<file path="config.mk">
export PLATFORM = sky130hd
export DESIGN_NAME = ovl_key_mixer
export DESIGN_NICKNAME = d
export VERILOG_FILES = /design/src/rtl/ovl_pkg.sv /design/src/rtl/ovl_palette.sv /design/src/rtl/ovl_select.sv /design/src/rtl/ovl_key_mixer.sv
export SDC_FILE = /design/constraint.sdc
export NUM_CORES = 1
export LEC_CHECK = 0
export ABC_AREA = 1
export BUFFER_PORTS_ARGS = -buffer_cell sky130_fd_sc_hd__buf_2
export CORE_MARGIN = 2
export CORE_UTILIZATION = 35
export CTS_CLUSTER_DIAMETER = 120
export CTS_CLUSTER_SIZE = 10
export DETAILED_ROUTE_END_ITERATION = 8
export GPL_TIMING_DRIVEN = 0
export PLACE_DENSITY = 0.51
export SLEW_MARGIN = 25
export SYNTH_ARGS = -nofsm -noshare
export SYNTH_HDL_FRONTEND = slang
export SYNTH_SLANG_ARGS = --single-unit
</file>
<file path="constraint.sdc">
create_clock -name clk -period 1.6 [get_ports clk]
set_clock_uncertainty 0.15 [all_clocks]
set_input_delay 0.08 -clock clk [delete_from_list [all_inputs] [get_ports clk]]
set_output_delay 0.08 -clock clk [all_outputs]
set_load 0.02 [all_outputs]
</file>
<file path="src/rtl/ovl_pkg.sv">
package ovl_pkg;

    // Overlay mode field encoding
    typedef enum logic [1:0] {
        MODE_THRU_A = 2'b00,
        MODE_THRU_B = 2'b01,
        MODE_CHROMA = 2'b10,
        MODE_EXTKEY = 2'b11
    } mix_mode_e;

endpackage

</file>
<file path="src/rtl/ovl_palette.sv">
module ovl_palette #(
    parameter int IDX_W = 4,
    parameter int Y_W   = 8,
    parameter int C_W   = 8
) (
    input  logic             clk,
    input  logic             rst_n,
    input  logic             wr_en,
    input  logic [IDX_W-1:0] wr_addr,
    input  logic [Y_W-1:0]   wr_y,
    input  logic [C_W-1:0]   wr_c,
    input  logic             wr_transp,
    input  logic [IDX_W-1:0] rd_addr,
    output logic [Y_W-1:0]   rd_y,
    output logic [C_W-1:0]   rd_c,
    output logic             zero_transp
);
    localparam int DEPTH = 1 << IDX_W;

    typedef struct packed {
        logic           transp;
        logic [Y_W-1:0] y;
        logic [C_W-1:0] c;
    } entry_t;

    entry_t tab_d [DEPTH];
    entry_t tab_q [DEPTH];

    always_comb begin
        for (int i = 0; i < DEPTH; i++) begin
            tab_d[i] = tab_q[i];
        end
        if (wr_en) begin
            tab_d[wr_addr] = '{transp: wr_transp, y: wr_y, c: wr_c};
        end
    end

    always_ff @(posedge clk or negedge rst_n) begin
        if (!rst_n) begin
            for (int i = 0; i < DEPTH; i++) begin
                tab_q[i] <= '{transp: (i == 0), y: '0, c: '0};
            end
        end else begin
            for (int i = 0; i < DEPTH; i++) begin
                tab_q[i] <= tab_d[i];
            end
        end
    end

    // Read side sees registered contents: same-edge write returns old data
    assign rd_y        = tab_q[rd_addr].y;
    assign rd_c        = tab_q[rd_addr].c;
    assign zero_transp = tab_q[0].transp;

endmodule

</file>
<file path="src/rtl/ovl_select.sv">
module ovl_select
    import ovl_pkg::*;
#(
    parameter int IDX_W = 4,
    parameter int Y_W   = 8,
    parameter int C_W   = 8
) (
    input  mix_mode_e        mode,
    input  logic             key,
    input  logic [IDX_W-1:0] idx,
    input  logic [Y_W-1:0]   vid_y,
    input  logic [C_W-1:0]   vid_c,
    input  logic [Y_W-1:0]   pal_y,
    input  logic [C_W-1:0]   pal_c,
    input  logic             zero_transp,
    output logic [Y_W-1:0]   sel_y,
    output logic [C_W-1:0]   sel_c
);
    logic use_pal;

    always_comb begin
        unique case (mode)
            MODE_EXTKEY: use_pal = key;
            MODE_CHROMA: use_pal = !((idx == '0) && zero_transp);
            default:     use_pal = 1'b0;
        endcase
        sel_y = use_pal ? pal_y : vid_y;
        sel_c = use_pal ? pal_c : vid_c;
    end

endmodule

</file>
<file path="src/rtl/ovl_key_mixer.sv">
module ovl_key_mixer
    import ovl_pkg::*;
#(
    parameter int IDX_W = 4,
    parameter int Y_W   = 8,
    parameter int C_W   = 8
) (
    input  logic             clk,
    input  logic             rst_n,
    input  logic             suspend,
    input  logic [1:0]       mode_sel,
    input  logic             key_in,
    input  logic [IDX_W-1:0] gfx_idx,
    input  logic [Y_W-1:0]   vid_y,
    input  logic [C_W-1:0]   vid_c,
    input  logic             pal_we,
    input  logic [IDX_W-1:0] pal_addr,
    input  logic [Y_W-1:0]   pal_wy,
    input  logic [C_W-1:0]   pal_wc,
    input  logic             pal_wtransp,
    output logic [Y_W-1:0]   mix_y,
    output logic [C_W-1:0]   mix_c
);
    typedef struct packed {
        logic [Y_W-1:0] y;
        logic [C_W-1:0] c;
    } pix_t;

    logic [Y_W-1:0] pal_y, sel_y;
    logic [C_W-1:0] pal_c, sel_c;
    logic           zero_transp;
    pix_t           pix_d, pix_q;

    ovl_palette #(.IDX_W(IDX_W), .Y_W(Y_W), .C_W(C_W)) u_palette (
        .clk         (clk),
        .rst_n       (rst_n),
        .wr_en       (pal_we && !suspend),
        .wr_addr     (pal_addr),
        .wr_y        (pal_wy),
        .wr_c        (pal_wc),
        .wr_transp   (pal_wtransp),
        .rd_addr     (gfx_idx),
        .rd_y        (pal_y),
        .rd_c        (pal_c),
        .zero_transp (zero_transp)
    );

    ovl_select #(.IDX_W(IDX_W), .Y_W(Y_W), .C_W(C_W)) u_select (
        .mode        (mix_mode_e'(mode_sel)),
        .key         (key_in),
        .idx         (gfx_idx),
        .vid_y       (vid_y),
        .vid_c       (vid_c),
        .pal_y       (pal_y),
        .pal_c       (pal_c),
        .zero_transp (zero_transp),
        .sel_y       (sel_y),
        .sel_c       (sel_c)
    );

    always_comb begin
        pix_d = '{y: sel_y, c: sel_c};
        if (suspend) begin
            pix_d = '0;
        end
    end

    always_ff @(posedge clk or negedge rst_n) begin
        if (!rst_n) begin
            pix_q <= '0;
        end else begin
            pix_q <= pix_d;
        end
    end

    assign mix_y = pix_q.y;
    assign mix_c = pix_q.c;

endmodule

</file>
# After elaboration in Yosys (flattened, before gate mapping)
# Cells that the tools add are included.
# W data, S select, Z words.
# classes
magnitude_cmp,3
eq_ne,2
n_mux,10
bitwise,2
n_reduce_logical,6
# ops
cell,count
$bwmux W272,1
$bmux W17 S4,1
$demux W17 S4,1
$mux W16,3
$mux W17,1
$mux W8,2
$ge A5 B5 Y1 const B,2
$not A4 Y5,2
$lt A5 B1 Y1 const B,1
$eq A2 B2 Y1 const B,2
$logic_not A4 Y1,1
$logic_and A1 B1 Y1,3
$logic_not A1 Y1,2
$pmux W1 S2,1
# totals
register_bits,288
input_bits,48
output_inout_bits,16
word_cells,73

# Longest topological paths before layout
# Gate-level depths: netlist of run 1.
# logic_depth
ltp_word,6
mapped_depth,9
depth_no_buf,7

# Cells and area by module
# From an unflattened synthesis of run 1, not the netlist that was laid out.
# unflattened
cells_unflattened,1791
area_unflattened_um2,13265.2
# by_module_without_submodules
module,n_inst,cells_each,area_each_um2,seq_area_each_um2
ovl_palette,1,1680,12418.2,6432.4
ovl_key_mixer,1,52,554.3,400.4
ovl_select,1,59,292.8,0.0

# Worst setup path after synthesis of run 1
# No wires, ideal clock.
# synth_path
path_type,register -> register
startpoint,"register u_palette.tab_q, in the netlist u_palette.zero_transp"
endpoint,"register pix_q, in the netlist mix_c[5]"
setup_ns,0.133
arrival_ns,1.128
t_required_ns,1.317
slack_ns,0.189
stages_incl_launch_ff,7
path_buffers,1
period_less_slack_ns,1.411
cell_sequence,dfstp_2 > nand3_1 > o21ai_0 > inv_1 > clkbuf_1 > o21ai_0 > a21oi_1
# synth_lines
item,line_no,rtl
from (decl),ovl_palette.sv:27,entry_t tab_q [DEPTH];
"from (signal, indexed assignment)",ovl_palette.sv:41,"tab_q[i] <= '{transp: (i == 0), y: '0, c: '0};"
"from (signal, indexed assignment)",ovl_palette.sv:45,tab_q[i] <= tab_d[i];
to (signal assigned),ovl_key_mixer.sv:72,pix_q <= pix_d;
to (decl),ovl_key_mixer.sv:32,"pix_t pix_d, pix_q;"

==> results.json, run 1 <==
{
  "syn-cell-area_mm2": 0.0125,
  "layout.nets": 1700,
  "clk_pin_slew_ps": 60,
  "htreeDepth": 1,
  "drc": 0,
  "p_int_mw": 12.8,
  "synth.ff_latch_count": 273,
  "dr.pass1.iters": 7,
  "num_io_pins": 64,
  "dieArea_mm2": 0.0371,
  "cp_cell_sequence": "buf_2 -> buf_2 -> buf_1 -> nand3_1 -> nand3_1 -> nand3_1 -> nand2_1 -> a21oi_1",
  "hp-class": "input pin to asynchronous set/reset pin",
  "start_util_pct": 35.3,
  "violations": "hold timing",
  "cp_common_cell": "nand3_1",
  "final_layout_size_suffix_gt1_share_pct": 14.5,
  "path_max_fanout": 10,
  "post_drt_wl_per_cell_um": 24.1,
  "cp_num_buf_inv": 3,
  "n_antenna_cell": 0,
  "path_class": "input pin to flop",
  "status": "complete, but fails checks",
  "reg2reg_from": "u_palette.zero_transp",
  "cp.required_ps": 1900,
  "port-buffer-count": 61,
  "hold_viol": 60,
  "slowest_delay_ps": 620,
  "yosys-top-cells-area": "dfrtp_1, nand2_1, nand3_1",
  "setup.worst_path.start_class": "input pin",
  "timing.final.crit_share_pct": 99.9,
  "grt_pass1_vias": 11013,
  "endpoint_kind": "flop",
  "synth.distinct_cells": 24,
  "antenna_found_initial": 2,
  "placedCellCount": 2017,
  "grt_max_degree": 86,
  "slew_headroom_pct": 36.6,
  "synthCells": 1492,
  "clock_latency_ps": 580,
  "grt_pass1_wl_um": 74600,
  "p_clk_share_pct": 34.5,
  "syn-num-nets": 1540,
  "coreArea_mm2": 0.0353,
  "via_per_inst": 5.46,
  "period_minus_slack_ps": 1600,
  "power_mw": 18.4,
  "synthMuxAreaShare_pct": 0.0904,
  "cp.depth": 8,
  "leakagePower_nw": 6.96,
  "avgSynthCellArea_um2": 8.35,
  "vias": 11596,
  "p_sw_mw": 5.56,
  "report.final.slew_viol_count": 0,
  "synth_top_family_by_area": "simple AND/OR/NAND/NOR gates",
  "dp_hpwl_um": 35000,
  "wirelength_um": 51100,
  "cts_buffers": 31,
  "r2r.worst_path.cells": 5,
  "rows": 69,
  "cts_tree": "built",
  "fin_cells": 2125,
  "ir_drop_v": 0.000797,
  "clk_path_buf_depth": 3,
  "worstSetupStartpoint": "gfx_idx[1]",
  "yosysTopAreaCell": "dfrtp_1",
  "synth_top_area_share_pct": 54.7,
  "max_freq_mhz": 625,
  "final_core_util_pct": 42.3,
  "swShare_pct": 30.2,
  "cp_top_family": "buffers and inverters",
  "setup_viol": 0,
  "pwr-share-seq_pct": 48.2,
  "fp.dieW_um": 193,
  "n_fill_cell": 3667,
  "postRouteAntennaNets": 0,
  "areaGrowthSynthToFinish_pct": 20.0,
  "synth-xor-area-share_pct": 0,
  "synthAdderAreaFrac_pct": 0,
  "seq_area_frac_synth_pct": 54.9,
  "maxCapViolCount": 0,
  "die_h_um": 193,
  "cp_data_arrival_time_ps": 1890,
  "gr-total-overflow": 0,
  "cp_slowest_cell": "buf_1",
  "cts-root-buf": "clkbuf_16",
  "p_comb_share_pct": 17.3,
  "drt_iter0_markers": 1197,
  "cts.sinks": 273,
  "worstReg2RegEnd": "mix_y[0]",
  "synthSimpleGateAreaFrac_pct": 26.5,
  "crit_end": "mix_c[4]",
  "yosys_warnings": 0,
  "synth-compound-area-share_pct": 12.9,
  "worst_hold_slack_ps": -115,
  "worstMarginPinSlew_ps": 950,
  "ff2ff_setup_slack_ps": 100,
  "grt_usage_pct": 28.1,
  "p_per_area_mw_per_mm2": 1230,
  "gp_congestion": 0.965
}
-- cell families (layout without fill, tap and decap cells) --
logic type / count (synthesis) / count (layout)
muxes: 1 / 1
DFF: 273 / 273
and+or+nand+nor: 780 / 780
buffers and inverters: 148 / 320
AOI/OAI and AO/OA: 290 / 290
-- through the flow --
step | instance area, um2 | setup TNS (ps) | worst slack (ps)
after floorplan | 12500 | 0 | 189
after global routing | 14900 | -3.64 | -3.64
after detailed placement | 13400 | -37750 | -787
final | 14900 | 0 | 1.14
after CTS | 14900 | 0 | 0.0242
after global placement | 13300 | -1401530 | -5040
-- power groups by stage --
stage	registers (mW)	clock network (mW)	logic, mW
final	8.86	6.34	3.19
after global routing	8.98	6.71	3.58
after CTS	8.83	6.41	3.15
after detailed placement	8.94	0	3.00
after global placement	8.92	0	2.90
after floorplan	8.77	0	1.90
-- registers in the layout, indices dropped and copies added, names as in the netlist --
register	flops
mix_y	8
mix_c	8
u_palette.tab_q	256
u_palette.zero_transp	1
-- how the worst min path moves through the flow --
stage	start	endpoint	slack (ps)
global route	rst_n	u_palette.tab_q[214]	-60
finish	rst_n	u_palette.tab_q[243]	-110
global placement	pal_wtransp	u_palette.zero_transp	170
floorplan	rst_n	mix_c[0]	-370
CTS	rst_n	u_palette.tab_q[213]	-100
detailed placement	rst_n	u_palette.tab_q[243]	-100
-- synth_stat cells --
master    number
nor2_1         5
buf_1         14
dfrtp_1      272
clkbuf_1      38
nand3_2        1
inv_1         26
o21ai_1       33
nand3_1      228
mux2_2         1
nor3_4         1
o21ai_0      200
nand2_1      534
a21oi_1       16
nand2_2        5
dfstp_2        1
buf_2         54
inv_2          2
o21ai_2       40
nor2_4         1
clkbuf_2       3
buf_6         11
a21boi_0       1
nand4_2        4
nand2_4        1
-- placed cells by master (no fill, tap or decap), drive strengths merged --
cell type,n
dfrtp,272
dfstp,1
nand2,540
dlygate4sd3,61
nor2,6
nand4,4
a21boi,1
dlymetal6s4s,1
nand3,229
o21ai,273
a21oi,16
buf,142
mux2,1
nor3,1
inv,29
clkbuf,87
-- cell type report --
class | count | area (um2) | share of cell area, %
Clock buffer | 44 | 825 | 5.52
Inverter | 28 | 105 | 0.704
Clock inverter | 1 | 8.76 | 0.0586
Multi-Input combinational cell | 1071 | 4940 | 33.1
Sequential cell | 273 | 6830 | 45.7
Buffer | 120 | 623 | 4.17
Tap cell | 461 | 577 | 3.86
Timing Repair Buffer | 127 | 1030 | 6.88
-- repair_timing --
item | CTS | global route
pin swaps | 0 | 1
setup endpoints to repair | 12 | 37
resized for setup | 9 | 34
endpoints found under the hold margin | 337 | 59
buffers inserted | 0 | 1
hold buffers | 62 | 1
-- routing by layer --
metal  up-vias  part of all wire, %  GRT usage (%)
li1       5259                    -              -
met2       469                   46           44.7
met1      5768                   42           37.5
met4         0                  3.8           11.0
met3       100                  8.1           5.58
met5         -                    0              0
Power figures use the tool's default switching activity.
==> run 2, diff against run 1 <==
- ABC_AREA: 1 -> 0
- PLACE_DENSITY: 0.51 -> 0.52
- SLEW_MARGIN: 25 -> 20
==> run 2 against run 1 <==
  * The run ends with hold timing, setup timing left
  * Global-route usage shrank 12 points
  * Synthesized cell count shrank 50%
  * First-iteration DRC count shrank 75%
  * Via count shrank 40%
  * Wire length shrank 43%
  * Area after synthesis shrank 1.5%
  * Flip-flop and latch count is the same
  * Sequential share of layout area grew 1.3 points
==> results.json, run 2 <==
{
  "status": "complete, but fails checks",
  "violations": "hold timing, setup timing",
  "synth_top_area_share_pct": 55.5,
  "post-synth-top-count-cell": "mux2_2",
  "syn-num-nets": 797,
  "cp_slowest_cell": "dfstp_2",
  "final_common_cell": "mux2_2",
  "cts.sinks": 273,
  "endpoint_kind": "flop",
  "drc": 0,
  "yosys-top-cells-count": "mux2_2, dfrtp_1, mux4_2",
  "path_max_fanout": 5,
  "dr.pass1.iters": 4,
  "setup.worst_path.start_class": "flop",
  "syn-cell-area_mm2": 0.0123,
  "rsz0062_at_grt": "true",
  "seq_area_frac_synth_pct": 55.7,
  "cp_top_family": "simple AND/OR/NAND/NOR gates",
  "wl_met1_um": 13700,
  "layout.nets": 933,
  "ir_drop_v": 0.000742,
  "hp-class": "input pin to asynchronous set/reset pin",
  "worstMarginPinSlew_ps": 912,
  "avgSynthCellArea_um2": 16.4,
  "report.final.slew_viol_count": 0,
  "yosys_warnings": 0,
  "via_per_inst": 5.12,
  "path_class": "flop to flop",
  "synthCells": 749,
  "dieArea_mm2": 0.0365,
  "r2r.worst_path.cells": 5,
  "die_h_um": 191,
  "htreeDepth": 1,
  "top_register": "u_palette.tab_q",
  "grt_usage_pct": 16.5,
  "layout_common_cells": "mux2_2, dfrtp_1, buf_2, mux4_2, dlygate4sd3_1",
  "timing.final.crit_share_pct": 133,
  "dr_wl_met3_um": 697,
  "grt_pass1_wl_um": 46100,
  "cts-root-buf": "clkbuf_16",
  "setup_viol": 39,
  "fp.dieW_um": 191,
  "synth.distinct_cells": 24,
  "clock_latency_ps": 560,
  "cp_cell_sequence": "or4b_4 -> nor3_4 -> nor4_4 -> buf_6 -> a221o_1",
  "antenna_found_initial": 0,
  "reg2reg_from": "u_palette.zero_transp",
  "hold_viol": 53,
  "clk_path_buf_depth": 3,
  "post_drt_wl_per_cell_um": 21.6,
  "cp_num_buf_inv": 1,
  "synth_edf_count": 0,
  "top_layer_used": "met4",
  "grt_pass1_vias": 7410,
  "p_per_area_mw_per_mm2": 1240,
  "clk_pin_slew_ps": 60,
  "grt_max_degree": 95,
  "coreArea_mm2": 0.0345,
  "final_layout_size_suffix_gt1_share_pct": 53.2,
  "synthArstFlopShare_pct": 100,
  "n_antenna_cell": 0,
  "yosys-top-cells-area": "dfrtp_1, mux2_2, mux4_2",
  "num_io_pins": 64,
  "cts_buffers": 31,
  "wl_met2_um": 14100,
  "cp.required_ps": 1860,
  "n_fill_cell": 3223,
  "rows": 68,
  "synthFlopType": "dfrtp_1",
  "drt_iter0_markers": 303,
  "cts_tree": "built",
  "gr-total-overflow": 0,
  "dp_hpwl_um": 20600,
  "power_mw": 18.0,
  "start_util_pct": 35.5,
  "synth.ff_latch_count": 273,
  "max_freq_mhz": 470,
  "leakagePower_nw": 6.57,
  "gp_congestion": 0.737,
  "yosysTopAreaCell": "dfrtp_1",
  "slowest_delay_ps": 530,
  "period_minus_slack_ps": 2130,
  "areaGrowthSynthToFinish_pct": 18.4,
  "vias": 6915,
  "postRouteAntennaNets": 0,
  "worst_hold_slack_ps": -101,
  "wirelength_um": 29200,
  "cp_data_arrival_time_ps": 2390,
  "worstReg2RegEnd": "mix_y[4]",
  "maxCapViolCount": 0,
  "port-buffer-count": 62,
  "ff2ff_setup_slack_ps": -530,
  "tns_ps": -9030,
  "largest_register_ffs": 256,
  "slew_headroom_pct": 39.2,
  "postCtsHoldBufs": 35,
  "fin_ws_ps": -528
}
[run 2: cell count changes after synthesis, sizes merged, moves of 6 or more]
cell / before / now
nand3: 229 / 0
nand2: 540 / 11
clkbuf: 41 / 29
inv: 28 / 0
a221o: 0 / 16
o21ai: 273 / 0
buf: 79 / 31
mux2i: 0 / 16
nor2b: 0 / 6
mux2: 1 / 273
a21oi: 16 / 0
nor2: 6 / 18
mux4: 0 / 64
[run 2: how the worst max path moves through the flow]
stage                           from                  to  slack, ps  cells after the start
3_5_place_dp              gfx_idx[1]            mix_c[6]      -1240                      7
3_3_place_gp                   rst_n  u_palette.tab_q[7]      -5040                      1
5_1_grt        u_palette.zero_transp            mix_y[0]       -540                      5
6_report       u_palette.zero_transp            mix_y[4]       -530                      5
2_1_floorplan  u_palette.zero_transp            mix_c[5]       -310                      5
4_1_cts        u_palette.zero_transp            mix_y[4]       -610                      5
[run 2: area by class of cell]
cell class                 count  area, um2  area share, %
clock buffer                  42        817           5.63
timing repair buffer         104        803           5.53
tap                          455        569           3.92
buffer                        59        325           2.24
sequential                   273       6830           47.1
multi-input combinational    416       5160           35.5
clock inverter                 2       17.5          0.121
[run 2: metrics by stage]
step / instance area, um2 / setup WS (ps) / std cells / utilization, % / hold slack [ps]
final: 14500 / -528 / 1351 / 42.0 / -101
after global routing: 14500 / -541 / 1351 / 42.0 / -76.8
after CTS: 14500 / -607 / 1352 / 42.0 / -111
after detailed placement: 13200 / -1240 / 1269 / 38.3 / -119
after global placement: 13100 / -5040 / 1266 / 38.1 / 170
after floorplan: 12300 / -314 / 749 / - / -366
[run 2: metal layers]
layer  vias up  global-route usage [%]
li1       3080                       -
met1      3698                    23.2
met2        83                    27.1
met3        54                    1.93
met4         0                    4.53
met5         -                       0
[run 2: logic make-up (layout without fill, tap and decap cells)]
kind of cell / after synthesis / after routing / synth area share (%)
simple gates: 46 / 46 / 2.08
mux: 353 / 353 / 38.3
flops: 273 / 273 / 55.7
buf+inv: 60 / 207 / 2.49
compound gates: 17 / 17 / 1.39
[run 2: what timing repair did]
action | in CTS | in global routing
endpoints found under the setup margin | 36 | 59
gates cloned | 2 | 0
pin swaps | 12 | 5
endpoints found under the hold margin | 390 | 51
setup buffers | 2 | 0
resized for setup | 16 | 7
[run 2: worst reg2reg max path, delay by kind of cell, from the launching register on]
kind / cells / cell delay [ps]
simple gates: 3 / 830
flops: 1 / 530
compound gates: 1 / 350
buf+inv: 1 / 140
[run 2: where the power goes]
part	internal, mW	leakage (nW)	switching, mW
Combinational	1.85	2.67	1.13
Sequential	8.21	3.49	0.614
Clock	3.49	0.404	2.68
==> run 3, diff against run 2 <==
- CORE_UTILIZATION: 35 -> 45
- PLACE_DENSITY: 0.52 -> 0.63
==> run 3 against run 2 <==
  * The flow still finishes with violations (hold timing, setup timing)
  * Total power decreased by 0.19%
  * Count of clock-buffer cells in the layout increased by 2
  * Setup slack improved by 83 ps
  * Via count increased by 2.1%
  * Non-clock buffer count decreased by 1
  * Final cell count decreased by 8.4%
  * Combinational power about the same
  * Wire length decreased by 3.3%
  * Clock power decreased by 1%
  * Cell area decreased by 1.1%
  * Sequential power about the same
  * Fmax increased by 4.1%
  * Critical path type unchanged
==> results.json, run 3 (synthesis results as in run 2) <==
{
  "status": "complete, but fails checks",
  "violations": "hold timing, setup timing",
  "endpoint_kind": "flop",
  "coreArea_mm2": 0.0269,
  "die_h_um": 169,
  "grt_pass1_wl_um": 44000,
  "via_per_inst": 5.70,
  "place_ws_ps": -1270,
  "max_freq_mhz": 489,
  "postCtsHoldBufs": 34,
  "largest_register_ffs": 256,
  "worstMarginPinSlew_ps": 938,
  "cp_data_arrival_time_ps": 2320,
  "cp_top_family": "simple AND/OR/NAND/NOR gates",
  "worst_hold_slack_ps": -592,
  "cts_tree": "built",
  "cts-root-buf": "clkbuf_16",
  "drt_iter0_markers": 492,
  "cp_slowest_cell": "dfstp_2",
  "setup.worst_path.start_class": "flop",
  "p_per_area_mw_per_mm2": 1250,
  "final_layout_size_suffix_gt1_share_pct": 53.0,
  "grt_pass1_vias": 7566,
  "setup_viol": 56,
  "antenna_found_initial": 0,
  "regArea_mm2": 0.00683,
  "maxCapViolCount": 0,
  "num_io_pins": 64,
  "clk_pin_slew_ps": 60,
  "report.final.slew_viol_count": 0,
  "ir_drop_v": 0.000811,
  "fin_ws_ps": -445,
  "leakagePower_nw": 6.56,
  "layout.nets": 932,
  "gr-total-overflow": 0,
  "rows": 60,
  "n_antenna_cell": 0,
  "clk_path_buf_depth": 3,
  "cp_num_buf_inv": 1,
  "hold_viol": 171,
  "post_drt_wl_per_cell_um": 22.8,
  "placed_cell_area_mm2": 0.0131,
  "cts_buffers": 31,
  "port-buffer-count": 62,
  "vias": 7059,
  "top_register": "u_palette.tab_q",
  "cp.required_ps": 1870,
  "r2r.worst_path.cells": 5,
  "fp.dieW_um": 169,
  "period_minus_slack_ps": 2050,
  "path_max_fanout": 5,
  "path_class": "flop to flop",
  "grt_max_degree": 103,
  "cts.sinks": 273,
  "slew_headroom_pct": 37.5,
  "dp_hpwl_um": 19800,
  "gp_congestion": 0.750,
  "final_area_mm2": 0.0144,
  "n_fill_cell": 2139,
  "clock_latency_ps": 550,
  "rsz0062_at_grt": "true",
  "timing.final.crit_share_pct": 128,
  "postRouteAntennaNets": 0,
  "multi_input_area_mm2": 0.00515,
  "htreeDepth": 1,
  "hp-class": "input pin to asynchronous set/reset pin",
  "worstReg2RegEnd": "mix_y[6]",
  "areaGrowthSynthToFinish_pct": 17.1,
  "drc": 0,
  "ff2ff_setup_slack_ps": -450,
  "reg2reg_from": "u_palette.zero_transp",
  "final_common_cell": "mux2_2",
  "dieArea_mm2": 0.0286,
  "start_util_pct": 45.6,
  "slowest_delay_ps": 520,
  "dr.pass1.iters": 5,
  "grt_usage_pct": 20.1,
  "final_core_util_pct": 53.4,
  "cp_cell_sequence": "or4b_4 -> nor3_4 -> nor4_4 -> buf_2 -> a221o_1",
  "layout_common_cells": "mux2_2, dfrtp_1, buf_2, mux4_2, clkbuf_1",
  "wirelength_um": 28200
}
[run 3: changes by cell type in the layout (fill, tap and decap cells not counted), moves of 2 or more]
cell,before,now
buf_4,4,0
buf_6,6,9
clkbuf_4,0,3
clkbuf_1,33,35
[run 3: how the worst max path moves through the flow]
stage	startpoint	end	slack [ps]	depth (start not counted)
after floorplan	u_palette.zero_transp	mix_c[5]	-310	5
after global placement	rst_n	u_palette.tab_q[207]	-4090	1
after detailed placement	gfx_idx[1]	mix_y[7]	-1270	7
after CTS	u_palette.zero_transp	mix_y[5]	-450	5
after global routing	u_palette.zero_transp	mix_y[5]	-490	5
final	u_palette.zero_transp	mix_y[6]	-450	5
[run 3: cell type report]
type	count	share of cell area (%)
multi-input combinational	416	35.9
sequential	273	47.6
tap	341	2.97
timing repair buffer	102	5.37
clock inverter	2	0.122
buffer	60	2.31
clock buffer	44	5.74
[run 3: power breakdown]
group / leakage, nW / switching, mW / internal (mW) / total [mW]
clock network: 0.406 / 2.58 / 3.51 / 6.10
logic: 2.66 / 1.17 / 1.85 / 3.01
registers: 3.49 / 0.623 / 8.22 / 8.84
total: 6.56 / 4.37 / 13.6 / 17.9
[run 3: repair_timing]
action,4_1_cts,5_1_grt
pin swaps,2,9
resized for setup,14,8
endpoints found under the setup margin,66,92
cloned,1,1
buffers inserted,2,0
hold endpoints to repair,272,99
[run 3: through the flow]
| step | setup TNS (ps) | std cells | power, mW |
|---|---|---|---|
| finish | -13830 | 1238 | 17.9 |
| global route | -15450 | 1238 | 18.7 |
| CTS | -11570 | 1237 | 18.1 |
| detailed placement | -113060 | 1154 | 11.9 |
| global placement | -1206220 | 1152 | 11.6 |
| floorplan | -4250 | 749 | 10.9 |
[run 3: per-layer routing]
layer  part of all wire, %  up-vias  GRT usage, %
met1                    46     3818          28.4
met5                     0        -             0
met4                   1.3        0          4.94
met2                    49      125          33.3
li1                      -     3085             -
met3                   3.9       31          2.95
